<file path="config.mk">
export PLATFORM = sky130hd
export DESIGN_NAME = dma_cmpl_status
export DESIGN_NICKNAME = d
export VERILOG_FILES = /design/src/rtl/dma_cs_pkg.sv /design/src/rtl/dma_cs_cfg_chk.sv /design/src/rtl/dma_cs_chan.sv /design/src/rtl/dma_cmpl_status.sv
export SDC_FILE = /design/constraint.sdc
export NUM_CORES = 1
export LEC_CHECK = 0
export CAP_MARGIN = 20
export CORE_AREA = 2 2 102 104
export DETAILED_ROUTE_END_ITERATION = 10
export DIE_AREA = 0 0 104 106
export PLACE_DENSITY = 0.77
export SYNTH_ARGS = -nofsm -noshare
export SYNTH_HDL_FRONTEND = slang
export SYNTH_HIERARCHICAL = 1
export SYNTH_SLANG_ARGS = --single-unit
</file>
<file path="constraint.sdc">
create_clock -name clk -period 1.7 [get_ports clk]
set_input_delay 0.51 -clock clk [delete_from_list [all_inputs] [get_ports clk]]
set_output_delay 0.51 -clock clk [all_outputs]
set_load 0.005 [all_outputs]
</file>
<file path="src/rtl/dma_cs_pkg.sv">
package dma_cs_pkg;

   localparam int SZ_W = 2;

   typedef enum logic [SZ_W-1:0] {
      SZ_BYTE = 2'd0,
      SZ_HALF = 2'd1,
      SZ_WORD = 2'd2,
      SZ_RSVD = 2'd3
   } xfer_size_e;

   typedef struct packed {
      logic nrm;
      logic abn;
      logic src;
      logic dst;
   } cmpl_flags_t;

endpackage

</file>
<file path="src/rtl/dma_cs_cfg_chk.sv">
module dma_cs_cfg_chk
   import dma_cs_pkg::*;
#(
   parameter int CNT_W           = 16,
   parameter bit ALLOW_WIDE_UNIT = 1'b0
) (
   input  logic [CNT_W-1:0] cnt_i,
   input  logic [SZ_W-1:0]  port_sz_i,
   input  logic [SZ_W-1:0]  unit_sz_i,
   output logic             cnt_zero_o,
   output logic             cfg_bad_o
);

   logic rsvd_code;
   logic width_bad;

   initial begin
      if (CNT_W < 1) $error("dma_cs_cfg_chk: CNT_W must be at least 1");
   end

   assign cnt_zero_o = (cnt_i == '0);
   assign rsvd_code  = (port_sz_i == SZ_RSVD) || (unit_sz_i == SZ_RSVD);

   generate
      if (ALLOW_WIDE_UNIT) begin : g_wide_ok
         assign width_bad = 1'b0;
      end else begin : g_wide_bad
         assign width_bad = (unit_sz_i > port_sz_i);
      end
   endgenerate

   assign cfg_bad_o = rsvd_code || width_bad;

endmodule

</file>
<file path="src/rtl/dma_cs_chan.sv">
module dma_cs_chan
   import dma_cs_pkg::*;
(
   input  logic        clk,
   input  logic        rst_n,
   input  logic        start_i,
   input  logic        clear_i,
   input  logic        cnt_zero_i,
   input  logic        cfg_bad_i,
   input  logic        src_err_i,
   input  logic        dst_err_i,
   input  logic        done_i,
   output logic        busy_o,
   output cmpl_flags_t flags_o
);

   logic        busy_q;
   cmpl_flags_t flg_q;
   logic        any_err;

   assign any_err = src_err_i || dst_err_i;

   always_ff @(posedge clk or negedge rst_n) begin
      if (!rst_n) begin
         busy_q <= 1'b0;
         flg_q  <= '0;
      end else if (start_i) begin
         flg_q <= '0;
         if (cnt_zero_i || cfg_bad_i) begin
            flg_q.abn <= 1'b1;
            busy_q    <= 1'b0;
         end else begin
            busy_q <= 1'b1;
         end
      end else if (clear_i) begin
         flg_q <= '0;
      end else if (busy_q) begin
         if (any_err) begin
            flg_q.abn <= 1'b1;
            flg_q.src <= flg_q.src || src_err_i;
            flg_q.dst <= flg_q.dst || dst_err_i;
            busy_q    <= 1'b0;
         end else if (done_i) begin
            flg_q.nrm <= 1'b1;
            busy_q    <= 1'b0;
         end
      end
   end

   assign busy_o  = busy_q;
   assign flags_o = flg_q;

   a_r2_good_start: assert property (@(posedge clk) disable iff (!rst_n)
      start_i && !cnt_zero_i && !cfg_bad_i |=> busy_q && (flg_q == '0));

   a_r3_normal_end: assert property (@(posedge clk) disable iff (!rst_n)
      busy_q && done_i && !any_err && !start_i && !clear_i |=> flg_q.nrm && !busy_q);

   a_r4_src_fault: assert property (@(posedge clk) disable iff (!rst_n)
      busy_q && src_err_i && !start_i && !clear_i |=> flg_q.abn && flg_q.src && !busy_q);

   a_r4_dst_fault: assert property (@(posedge clk) disable iff (!rst_n)
      busy_q && dst_err_i && !start_i && !clear_i |=> flg_q.abn && flg_q.dst && !busy_q);

   a_r5_err_wins: assert property (@(posedge clk) disable iff (!rst_n)
      busy_q && any_err && done_i && !flg_q.nrm && !start_i && !clear_i |=> !flg_q.nrm);

   a_r6_zero_count: assert property (@(posedge clk) disable iff (!rst_n)
      start_i && cnt_zero_i |=> flg_q.abn && !busy_q);

   a_r9_idle_hold: assert property (@(posedge clk) disable iff (!rst_n)
      !busy_q && !start_i && !clear_i |=> $stable(flg_q) && !busy_q);

   a_r10_clear: assert property (@(posedge clk) disable iff (!rst_n)
      clear_i && !start_i |=> (flg_q == '0) && (busy_q == $past(busy_q)));

endmodule

</file>
<file path="src/rtl/dma_cmpl_status.sv">
module dma_cmpl_status
   import dma_cs_pkg::*;
#(
   parameter int NUM_CH          = 8,
   parameter int CNT_W           = 16,
   parameter bit ALLOW_WIDE_UNIT = 1'b0
) (
   input  logic                    clk,
   input  logic                    rst_n,
   input  logic [NUM_CH-1:0]       start_i,
   input  logic [NUM_CH-1:0]       clear_i,
   input  logic [NUM_CH*CNT_W-1:0] byte_cnt_i,
   input  logic [NUM_CH*SZ_W-1:0]  port_size_i,
   input  logic [NUM_CH*SZ_W-1:0]  unit_size_i,
   input  logic [NUM_CH-1:0]       src_err_i,
   input  logic [NUM_CH-1:0]       dst_err_i,
   input  logic [NUM_CH-1:0]       done_i,
   input  logic [NUM_CH-1:0]       nrm_ie_i,
   input  logic [NUM_CH-1:0]       abn_ie_i,
   output logic [NUM_CH-1:0]       busy_o,
   output logic [NUM_CH-1:0]       nrm_flag_o,
   output logic [NUM_CH-1:0]       abn_flag_o,
   output logic [NUM_CH-1:0]       src_flag_o,
   output logic [NUM_CH-1:0]       dst_flag_o,
   output logic [NUM_CH-1:0]       irq_o
);

   initial begin
      if (NUM_CH < 1)  $error("dma_cmpl_status: NUM_CH must be at least 1");
      if (CNT_W < 1)   $error("dma_cmpl_status: CNT_W must be at least 1");
   end

   for (genvar c = 0; c < NUM_CH; c++) begin : g_ch
      logic        cnt_zero;
      logic        cfg_bad;
      cmpl_flags_t flg;

      dma_cs_cfg_chk #(
         .CNT_W           (CNT_W),
         .ALLOW_WIDE_UNIT (ALLOW_WIDE_UNIT)
      ) i_cfg (
         .cnt_i      (byte_cnt_i[c*CNT_W +: CNT_W]),
         .port_sz_i  (port_size_i[c*SZ_W +: SZ_W]),
         .unit_sz_i  (unit_size_i[c*SZ_W +: SZ_W]),
         .cnt_zero_o (cnt_zero),
         .cfg_bad_o  (cfg_bad)
      );

      dma_cs_chan i_chan (
         .clk        (clk),
         .rst_n      (rst_n),
         .start_i    (start_i[c]),
         .clear_i    (clear_i[c]),
         .cnt_zero_i (cnt_zero),
         .cfg_bad_i  (cfg_bad),
         .src_err_i  (src_err_i[c]),
         .dst_err_i  (dst_err_i[c]),
         .done_i     (done_i[c]),
         .busy_o     (busy_o[c]),
         .flags_o    (flg)
      );

      assign nrm_flag_o[c] = flg.nrm;
      assign abn_flag_o[c] = flg.abn;
      assign src_flag_o[c] = flg.src;
      assign dst_flag_o[c] = flg.dst;
      assign irq_o[c]      = (flg.nrm && nrm_ie_i[c]) || (flg.abn && abn_ie_i[c]);

      a_r1_reset_quiet: assert property (@(posedge clk) disable iff (!rst_n)
         $rose(rst_n) |-> !busy_o[c] && !irq_o[c]);

      a_r4_fault_implies_abn: assert property (@(posedge clk) disable iff (!rst_n)
         (flg.src || flg.dst) |-> flg.abn);
   end

endmodule

</file>
==> reports/metrics.cfg, run 1 <==
[status]
status = complete, no violations

[power_and_ir_drop]
ir_drop_mv = 0.359
power.leakage_nw = 2.73
p_seq_share_pct = 35.7
p_int_mw = 2.22
p_switching_mw = 0.742
power_density_mw_per_mm2 = 512
switching_share_pct = 25.0
pwr-share-clk_pct = 25.7
power_frac_comb_pct = 38.6

[setup_path]
path_buf_inv = 1
crit_chain = clkdlybuf4s50_1
slowest_stage = clkdlybuf4s50_1
worst-path-max-fanout = 2
critPathRequiredTime_ns = 1.19
endpoint_kind = primary output
r2r_end = g_ch[3].i_chan/flags_o[2]
startpoint = g_ch[1].i_chan/flags_o[1]
worstReg2RegStart = g_ch[3].i_chan/flags_o[2]
crit_type = reg2out
crit_path_end = src_flag_o[1]
path_depth = 1
critPathArrivalTime_ns = 1.16
slowest_delay_ns = 0.51
startpoint_type = flip-flop
rrSetupSlack_ns = 0.68
reg2regPathDepth = 3
path_delay_family = buffers and inverters

[cts]
clock_latency_ns = 0.28
clock_sinks = 40
cts_hold_buffers = 0
cts_tree = yes
cts_made_buffers = 5
cts_htree_levels = 2
clockBufferDepth = 2
clkSlewWorstSetupHoldPaths_ns = 0.08
clockRootBuffer = clkbuf_8

[synthesis]
syn_area_mm2 = 0.00260
synth_nets = 498
synth_area_leaders = dfrtp_1 (38%), ha_1 (7.7%), nor4_1 (7.7%)
synth_top_area_share_pct = 38.5
synth.avg_cell_area_um2 = 9.86
yosysTopAreaCell = dfrtp_1
yosysSeqAreaShare_pct = 38.5
yosys_warnings = 6
ys_seq_elements = 40
netlist_instances = 264
ys_types = 18

[timing]
fmax_mhz = 599
setup_slack_ns = 0.0319
hold_viol_final = 0
fin_skew_ns = 0.00553
holdWs_ns = 0.193
period_share_pct = 98.1
tightest_slew_ns = 0.264
rsz0062_at_grt = false
min_period_ns = 1.67
slew-limit-headroom_pct = 82.3
setup_viol = 0
drv_slew = 0

[floorplan]
row_count = 37
coreArea_mm2 = 0.0100
ioPinCount = 266
die_x_um = 104
die-area_mm2 = 0.0110
die_y_um = 106
start_util_pct = 26.0

[worst_hold_path]
hold_class = in2async

[global_route]
grt_antenna_before_repair = 0
grt_max_degree = 21
grt_pass1_vias = 3581
grt_pass1_wl_mm = 16.1
grt-ovfl-total = 0
track_usage_pct = 17.7

[finish]
num-fill-cells = 916
layout_commonest_cell = clkdlybuf4s50_1
final_nets = 800
final_cell_mix = clkdlybuf4s50_1 (176), dlygate4sd2_1 (47), dfrtp_1 (39)
stdcell_count = 703
area_delta_synth_final_pct = 122
antenna_cells = 0
drive_gt1_share_pct = 15.7

[drt]
drtIter0Drc = 80
wl_per_cell_um = 14.6
routed_wl_mm = 10.3
drt-vias-per-instance = 4.77
first_pass_iters = 4
dr_total_vias = 3352
ant_nets = 0
drc_errors = 0

[place]
port-buffer-count = 265
globalplace.congestion = 0.792
dpl.hpwl_mm = 8.69
pre_cts_slack_ns = -0.589
dp.cells = 673

[job]
drv_cap = 0

-- final cells by class --
type | instances | area (um2) | share of cell area [%]
clock buffers | 6 | 72.6 | 1.25
clock inverters | 2 | 35.0 | 0.605
inverters | 32 | 120 | 2.08
multi-input cells | 192 | 1580 | 27.4
flip-flops and latches | 40 | 1000 | 17.3
well taps | 136 | 170 | 2.94
repair buffers | 295 | 2800 | 48.4
-- cells in the mapped netlist --
cell / count
or3b_1: 8
nor4_1: 32
a21oi_1: 24
o311ai_2: 8
ha_1: 16
and4_1: 8
nor2b_1: 8
a22o_1: 8
inv_1: 32
o221a_1: 8
nor2_1: 24
nand4bb_1: 8
dfrtp_1: 40
a2bb2oi_1: 8
a221o_1: 8
nor3_1: 8
or2_4: 8
o21ai_1: 8
-- logic make-up (layout without fill, tap and decap cells) --
| family | count (synthesis) | after routing | share of synthesized area, % |
|---|---|---|---|
| DFF | 40 | 40 | 38.5 |
| AOI/OAI and AO/OA | 72 | 72 | 23.1 |
| adders and majority gates | 16 | 16 | 7.69 |
| and+or+nand+nor | 104 | 104 | 26.2 |
| buffers and inverters | 32 | 335 | 4.62 |
-- power by group through the flow --
stage | clock network [mW] | registers (mW) | logic, mW
after floorplan | 0 | 1.10 | 0.301
after global placement | 0 | 1.11 | 1.07
after detailed placement | 0 | 1.11 | 1.10
after CTS | 0.788 | 1.06 | 1.14
after global routing | 0.829 | 1.07 | 1.24
final | 0.761 | 1.06 | 1.15
-- worst min-delay path by stage --
stage	to	start	slack [ns]	depth (start not counted)
3_5_place_dp	g_ch[3].i_chan/flags_o[1]	g_ch[3].i_chan/flags_o[1]	0.49	2
6_report	g_ch[1].i_chan/flags_o[0]	rst_n	0.19	2
3_3_place_gp	g_ch[7].i_chan/flags_o[0]	g_ch[7].i_chan/flags_o[0]	0.48	2
5_1_grt	g_ch[1].i_chan/flags_o[0]	rst_n	0.21	2
2_1_floorplan	g_ch[0].i_chan/busy_o	rst_n	0.21	0
4_1_cts	g_ch[1].i_chan/flags_o[0]	rst_n	0.19	2
-- state kept, by name, summed over array words and instances, names as in the netlist --
register             count
g_ch.i_chan/busy_o       8
g_ch.i_chan/flags_o     32
-- layer usage --
| layer | GRT usage, % | vias to the layer above | share of wire (%) |
|---|---|---|---|
| met3 | 5.15 | 11 | 7.8 |
| met1 | 18.3 | 1551 | 37 |
| met2 | 34.6 | 156 | 54 |
| met5 | 0 | - | 0 |
| li1 | - | 1634 | - |
| met4 | 4.34 | 0 | 1.1 |
-- stage by stage --
step,area (um2),total power [mW],util [%],TNS (ns)
after floorplan,2630,1.40,-,0
after global placement,5510,2.18,55.1,-11.73
after detailed placement,5510,2.21,55.1,-12.50
after CTS,5700,2.99,57.0,0
after global routing,5790,3.14,57.9,0
final,5790,2.97,57.9,0
-- timing repair --
item	4_1_cts	5_1_grt
setup endpoints to repair	45	38
buffers inserted	17	6
pin swaps	25	12
gates resized for setup	114	31
Power figures use the tool's default switching activity.
==> inputs of run 2 (changes only) <==
--- a/config.mk
+++ b/config.mk
@@ -5,11 +5,12 @@
 export SDC_FILE = /design/constraint.sdc
 export NUM_CORES = 1
 export LEC_CHECK = 0
+export ABC_AREA = 1
 export CAP_MARGIN = 20
-export CORE_AREA = 2 2 102 104
+export CORE_ASPECT_RATIO = 0.5
+export CORE_UTILIZATION = 37
 export DETAILED_ROUTE_END_ITERATION = 10
-export DIE_AREA = 0 0 104 106
-export PLACE_DENSITY = 0.77
+export PLACE_DENSITY = 0.9
 export SYNTH_ARGS = -nofsm -noshare
 export SYNTH_HDL_FRONTEND = slang
 export SYNTH_HIERARCHICAL = 1
==> run 2 against run 1 <==
Effect of this change:
- the flow now finishes with violations (design-rule violations)
- fmax down 1.2%
- first-iteration DRC count increased by 89%
- synthesized cell count increased by 140%
- design area rose by 16%
- non-clock buffer count decreased by 9
==> reports/metrics.cfg, run 2 <==
[status]
status = complete, but fails checks  ; was complete, no violations
violations = design-rule violations

[global_route]
track_usage_pct = 23.1  ; was 17.7%
grt_pass1_wl_mm = 18.3  ; was 16.1 mm
grt_pass1_vias = 4378  ; was 3,581
grt_antenna_before_repair = 0  ; unchanged
grt_max_degree = 41  ; was 21
grt-ovfl-total = 0  ; unchanged

[synthesis]
ys_seq_elements = 40  ; unchanged
synth_simple_gate_area_share_pct = 36.0  ; was 26.2%
asyncSetResetFlopFracSynth_pct = 100  ; unchanged
synth-edff-count = 0  ; unchanged
synth_flop_cell = dfrtp_1  ; unchanged
synth_top_family_by_area = simple AND/OR/NAND/NOR gates  ; unchanged
synth.avg_cell_area_um2 = 5.57  ; was 9.86 um2
synthMuxAreaShare_pct = 0  ; unchanged
yosysMostFrequentCell = inv_1  ; was dfrtp_1
synthXorXnorAreaFrac_pct = 0  ; unchanged
synth_common_cells = inv_1 (200), nand2_1 (168), nor2_1 (128)  ; was dfrtp_1 (40), inv_1 (32), nor4_1 (32)
synthAdderAreaFrac_pct = 5.76  ; was 7.69%
yosysSeqAreaShare_pct = 28.8  ; was 38.5%
netlist_instances = 624  ; was 264
syn_area_mm2 = 0.00347  ; was 0.00260 mm2
yosysTopAreaCell = dfrtp_1  ; unchanged
synth_top_area_share_pct = 28.8  ; was 38.5%
yosys_warnings = 6  ; unchanged
synth_compound_area_share_pct = 6.92  ; was 23.1%
synth_area_leaders = dfrtp_1 (29%), inv_1 (22%), nand2_1 (18%)  ; was dfrtp_1 (38%), ha_1 (7.7%), nor4_1 (7.7%)
ys_types = 10  ; was 18
synth_nets = 858  ; was 498

[floorplan]
row_count = 24  ; was 37
coreArea_mm2 = 0.00892  ; was 0.0100 mm2
die_y_um = 70.5  ; was 106 um
ioPinCount = 266  ; unchanged
die_x_um = 139  ; was 104 um
start_util_pct = 38.9  ; was 26.0%
die-area_mm2 = 0.00980  ; was 0.0110 mm2

[timing]
fin_skew_ns = 0.00389  ; was 0.00553 ns
period_share_pct = 99.4  ; was 98.1%
fmax_mhz = 592  ; was 599 MHz
drv_slew = 0  ; unchanged
slew-limit-headroom_pct = 85.1  ; was 82.3%
hold_viol_final = 0  ; unchanged
setup_viol = 0  ; unchanged
tightest_slew_ns = 0.222  ; was 0.264 ns
setup_tns_ns = 0  ; unchanged
min_period_ns = 1.69  ; was 1.67 ns

[power_and_ir_drop]
ir_drop_mv = 0.421  ; was 0.359 mV
power.leakage_nw = 4.20  ; was 2.73 nW
power_density_mw_per_mm2 = 479  ; was 512 mW/mm2

[drt]
wl_per_cell_um = 11.4  ; was 14.6 um
dr_total_vias = 4406  ; was 3,352
routed_wl_mm = 11.8  ; was 10.3 mm
drt-vias-per-instance = 4.26  ; was 4.77
first_pass_iters = 7  ; was 4
drc_errors = 9  ; was 0
drtIter0Drc = 151  ; was 80
ant_nets = 0  ; unchanged

[finish]
antenna_cells = 0  ; unchanged
num-fill-cells = 700  ; was 916
stdcell_count = 1034  ; was 703
final_cell_mix = clkdlybuf4s50_1 (207), inv_1 (197), nand2_1 (168)  ; was clkdlybuf4s50_1 (176), dlygate4sd2_1 (47), dfrtp_1 (39)
drive_gt1_share_pct = 7.31  ; was 15.7%
layout_commonest_cell = clkdlybuf4s50_1  ; unchanged
largest_register_ffs = 32  ; unchanged
final_nets = 1151  ; was 800
area_delta_synth_final_pct = 93.1  ; was 122%

[setup_path]
critPathRequiredTime_ns = 1.87  ; was 1.19 ns
worst-path-max-fanout = 2  ; unchanged
crit_type = in2reg  ; was reg2out
endpoint_kind = flip-flop  ; was primary output
critPathArrivalTime_ns = 1.85  ; was 1.16 ns
startpoint_type = input port  ; was flip-flop

[cts]
clkSlewWorstSetupHoldPaths_ns = 0.06  ; was 0.08 ns
clock_latency_ns = 0.28  ; about the same
cts_made_buffers = 5  ; unchanged
clockRootBuffer = clkbuf_16  ; was clkbuf_8
cts_htree_levels = 2  ; unchanged
clockBufferDepth = 2  ; unchanged
clock_sinks = 40  ; unchanged
cts_tree = yes  ; unchanged

[place]
dp.cells = 1008  ; was 673
dpl.hpwl_mm = 9.44  ; was 8.69 mm
port-buffer-count = 265  ; unchanged
globalplace.congestion = 0.853  ; was 0.792

[worst_hold_path]
hold_class = in2async  ; unchanged

[job]
drv_cap = 0  ; unchanged

## run 2: cell types whose count changed after synthesis, moves of 32 or more
cell and delta:
nand2_1 +168, nor2_1 +104, nor4_1 -32, o21ai_0 +32, inv_1 +168
## run 2: area by class of cell
| class | instances | area [um2] | share of cell area (%) |
|---|---|---|---|
| Sequential cell | 40 | 1000 | 14.9 |
| Timing Repair Buffer | 286 | 2870 | 42.8 |
| Clock buffer | 6 | 129 | 1.92 |
| Multi-Input combinational cell | 376 | 1770 | 26.4 |
| Tap cell | 117 | 146 | 2.18 |
| Inverter | 208 | 781 | 11.6 |
| Clock inverter | 1 | 5.00 | 0.0746 |
## run 2: report_power, final
part | internal, mW | switching (mW)
clock | 0.533 | 0.351
combinational | 0.775 | 0.486
sequential | 1.02 | 0.0481
## run 2: kinds of logic after synthesis
logic type | Yosys count
AOI/OAI and AO/OA | 48
adders and majority gates | 16
buffers and inverters | 208
DFF | 40
and+or+nand+nor | 312
## run 2: critical path: stages
cell and delay (ns):
clkdlybuf4s50_1 0.47, inv_1 0.05, ha_1 0.26, nand2_1 0.06, o21ai_1 0.08, nand2_1 0.08
nor2_2 0.12, nor2_1 0.05, nor2_1 0.11, nor2_1 0.07
## run 2: routing by layer
layer	vias to the layer above	wire [um]	track usage [%]
met5	-	0	0
met2	121	6420	46.4
li1	2334	-	-
met4	0	353	8.52
met3	32	544	4.80
met1	1919	4480	23.9
## run 2: repair_timing
| item | CTS | global route |
|---|---|---|
| setup buffers | 14 | 5 |
| pin swaps | 15 | 25 |
| hold buffers | 0 | 0 |
| gates resized for setup | 49 | 55 |
| setup endpoints to repair | 41 | 39 |
| gates cloned | 0 | 0 |
## run 2: worst paths after layout
path                                            from                        end  slack (ns)  cells past startpoint
min                                            rst_n  g_ch[4].i_chan/flags_o[3]        0.21                      2
min reg2reg                g_ch[3].i_chan/flags_o[1]  g_ch[3].i_chan/flags_o[1]        0.50                      2
max reg2reg                    g_ch[1].i_chan/busy_o  g_ch[1].i_chan/flags_o[2]        0.71                      5
min in group clk           g_ch[3].i_chan/flags_o[1]  g_ch[3].i_chan/flags_o[1]        0.50                      2
max in group asynchronous                      rst_n  g_ch[6].i_chan/flags_o[3]        1.30                      2
max                                   unit_size_i[2]  g_ch[1].i_chan/flags_o[2]        0.01                     10
## run 2: metrics by stage
| stage | hold slack, ns | instance area [um2] | setup slack, ns | power [mW] | utilization [%] |
|---|---|---|---|---|---|
| 2_1_floorplan | 0.214 | 3470 | 0.228 | 1.48 | - |
| 3_3_place_gp | 0.480 | 6290 | -0.394 | 2.25 | 70.6 |
| 3_5_place_dp | 0.485 | 6290 | -0.422 | 2.29 | 70.6 |
| 4_1_cts | 0.210 | 6510 | 0.0000880 | 3.23 | 73.0 |
| 5_1_grt | 0.218 | 6710 | -0.0469 | 3.45 | 75.2 |
| 6_report | 0.206 | 6710 | 0.0110 | 3.21 | 75.2 |
==> inputs of run 3 (changes only) <==
==> constraint.sdc (replaced) <==
create_clock -name clk -period 2.1 [get_ports clk]
set_input_delay 0.63 -clock clk [delete_from_list [all_inputs] [get_ports clk]]
set_output_delay 0.63 -clock clk [all_outputs]
set_load 0.005 [all_outputs]
==> run 3 against run 2 <==
Effect of this change:
- the flow still finishes with violations (design-rule violations)
- largest cell class unchanged
- critical endpoint is now irq_o[1]
- setup slack gained 0.031 ns
- global-route usage decreased by 0.56 points
- die area unchanged
==> reports/metrics.cfg, run 3 (same netlist as run 2, synthesis figures left out) <==
[status]
status = complete, but fails checks  ; unchanged
violations = design-rule violations  ; unchanged

[power_and_ir_drop]
finalPower_mw = 2.68  ; was 3.21 mW
power_frac_comb_pct = 35.4  ; was 39.3%
ir_drop_mv = 0.313  ; was 0.421 mV
switching_share_pct = 26.1  ; was 27.6%
pwr-share-clk_pct = 31.8  ; was 27.5%
power.leakage_nw = 3.65  ; was 4.20 nW
power_density_mw_per_mm2 = 416  ; was 479 mW/mm2
p_seq_share_pct = 32.8  ; was 33.2%
p_switching_mw = 0.699  ; was 0.885 mW
p_int_mw = 1.98  ; was 2.33 mW

[timing]
fin_skew_ns = 0.00859  ; was 0.00389 ns
setup_viol = 0  ; unchanged
tightest_slew_ns = 0.584  ; was 0.222 ns
setup_slack_ns = 0.0420  ; was 0.0110 ns
drv_slew = 0  ; unchanged
min_period_ns = 2.06
slew-limit-headroom_pct = 61.1  ; was 85.1%
hold_viol_final = 0  ; unchanged
fmax_mhz = 486
rsz0062_at_grt = false
period_share_pct = 98.0

[global_route]
grt.met1_usage_pct = 23.1  ; was 23.9%
met2_usage_pct = 45.0  ; was 46.4%
grt_max_degree = 26  ; was 41
grt_pass1_vias = 4328  ; was 4,378
track_usage_pct = 22.6  ; was 23.1%
grt_util_met3_pct = 5.21  ; was 4.80%
grt_pass1_wl_mm = 17.9  ; was 18.3 mm
grt-ovfl-total = 0  ; unchanged
grt-busiest-layer = met2  ; unchanged
grt_antenna_before_repair = 0  ; unchanged

[drt]
first_pass_iters = 8  ; was 7
ant_nets = 0  ; unchanged
dr_total_vias = 4259  ; was 4,406
drtIter0Drc = 137  ; was 151
drc_errors = 9  ; unchanged
routed_wl_mm = 10.8  ; was 11.8 mm
drt-vias-per-instance = 4.19  ; was 4.26
wl_per_cell_um = 10.6  ; was 11.4 um

[finish]
final_nets = 1132  ; was 1,151
layout_commonest_cell = clkdlybuf4s50_1  ; unchanged
largest_register_ffs = 32  ; unchanged
stdcell_count = 1016  ; was 1,034
drive_gt1_share_pct = 3.34  ; was 7.31%
area_delta_synth_final_pct = 85.5  ; was 93.1%
antenna_cells = 0  ; unchanged
final_cell_mix = clkdlybuf4s50_1 (256), inv_1 (200), nand2_1 (168)  ; was clkdlybuf4s50_1 (207), inv_1 (197), nand2_1 (168)

[cts]
cts_made_buffers = 5  ; unchanged
clock_sinks = 40  ; unchanged
clockBufferDepth = 2  ; unchanged
clock_latency_ns = 0.28  ; about the same
clockRootBuffer = clkbuf_16  ; unchanged
cts_tree = yes  ; unchanged
cts_htree_levels = 2  ; unchanged
clkSlewWorstSetupHoldPaths_ns = 0.06  ; about the same

[floorplan]
die-area_mm2 = 0.00980  ; unchanged
row_count = 24  ; unchanged
start_util_pct = 38.9  ; unchanged
die_y_um = 70.5  ; unchanged
die_x_um = 139  ; unchanged
ioPinCount = 266  ; unchanged
coreArea_mm2 = 0.00892  ; unchanged

[setup_path]
crit_type = in2out  ; was in2reg
critPathRequiredTime_ns = 1.47  ; was 1.87 ns
worst-path-max-fanout = 1  ; was 2
startpoint_type = input port  ; unchanged
endpoint_kind = primary output  ; was flip-flop
critPathArrivalTime_ns = 1.43  ; was 1.85 ns

[worst_hold_path]
hold_class = in2async  ; unchanged

[place]
globalplace.congestion = 0.835  ; was 0.853
dpl.hpwl_mm = 9.57  ; was 9.44 mm
port-buffer-count = 265  ; unchanged
dp.cells = 1008  ; unchanged
pre_cts_slack_ns = -0.242  ; was -0.422 ns

[job]
drv_cap = 0  ; unchanged

## run 3: path summary, 6_finish.rpt
| check | startpoint | to | slack (ns) | depth (start not counted) |
|---|---|---|---|---|
| max | nrm_ie_i[1] | irq_o[1] | 0.04 | 4 |
| max reg2reg | g_ch[2].i_chan/busy_o | g_ch[2].i_chan/busy_o | 1.22 | 4 |
| min reg2reg | g_ch[6].i_chan/flags_o[1] | g_ch[6].i_chan/flags_o[1] | 0.50 | 2 |
| min in group clk | g_ch[6].i_chan/flags_o[1] | g_ch[6].i_chan/flags_o[1] | 0.50 | 2 |
| min | rst_n | g_ch[5].i_chan/flags_o[3] | 0.34 | 1 |
| max in group asynchronous | rst_n | g_ch[6].i_chan/flags_o[0] | 1.18 | 2 |
## run 3: repair_timing
action                                  4_1_cts  5_1_grt
hold endpoints to repair                      0        0
setup buffers                                 0        0
resized for setup                             8        7
hold buffers                                  0        0
endpoints found under the setup margin        8        6
## run 3: cell type report
cell class              count  area [um2]
repair buffers            267        2650
fillers                   770        2480
well taps                 117         146
multi-input cells         376        1700
flip-flops and latches     40        1000
clock inverters             2        35.0
inverters                 208         781
clock buffers               6         129
## run 3: layer usage
layer / routed length, um / part of all wire, %
met4: 255 / 2.4
met2: 5800 / 54
met3: 552 / 5.1
met5: 0 / 0
met1: 4220 / 39
## run 3: power groups by stage
| stage | registers (mW) | logic [mW] | clock network (mW) |
|---|---|---|---|
| finish | 0.879 | 0.950 | 0.853 |
| detailed placement | 0.892 | 0.959 | 0 |
| CTS | 0.880 | 0.954 | 0.877 |
| global route | 0.888 | 1.06 | 0.914 |
| floorplan | 0.883 | 0.313 | 0 |
| global placement | 0.891 | 0.926 | 0 |
## run 3: worst max-delay path, cell delays in order
cell	delay, ns
clkdlybuf4s50_1	0.47
nand2_1	0.05
nand2_1	0.05
dlygate4sd2_1	0.23
## run 3: stage by stage
step,hold slack [ns],util (%),setup TNS (ns),cell area [um2]
after floorplan,0.334,-,0,3470
after global placement,0.478,70.4,-2.28,6280
after detailed placement,0.484,70.4,-3.46,6280
after CTS,0.367,72.2,0,6440
after global routing,0.405,72.2,0,6440
final,0.344,72.2,0,6440
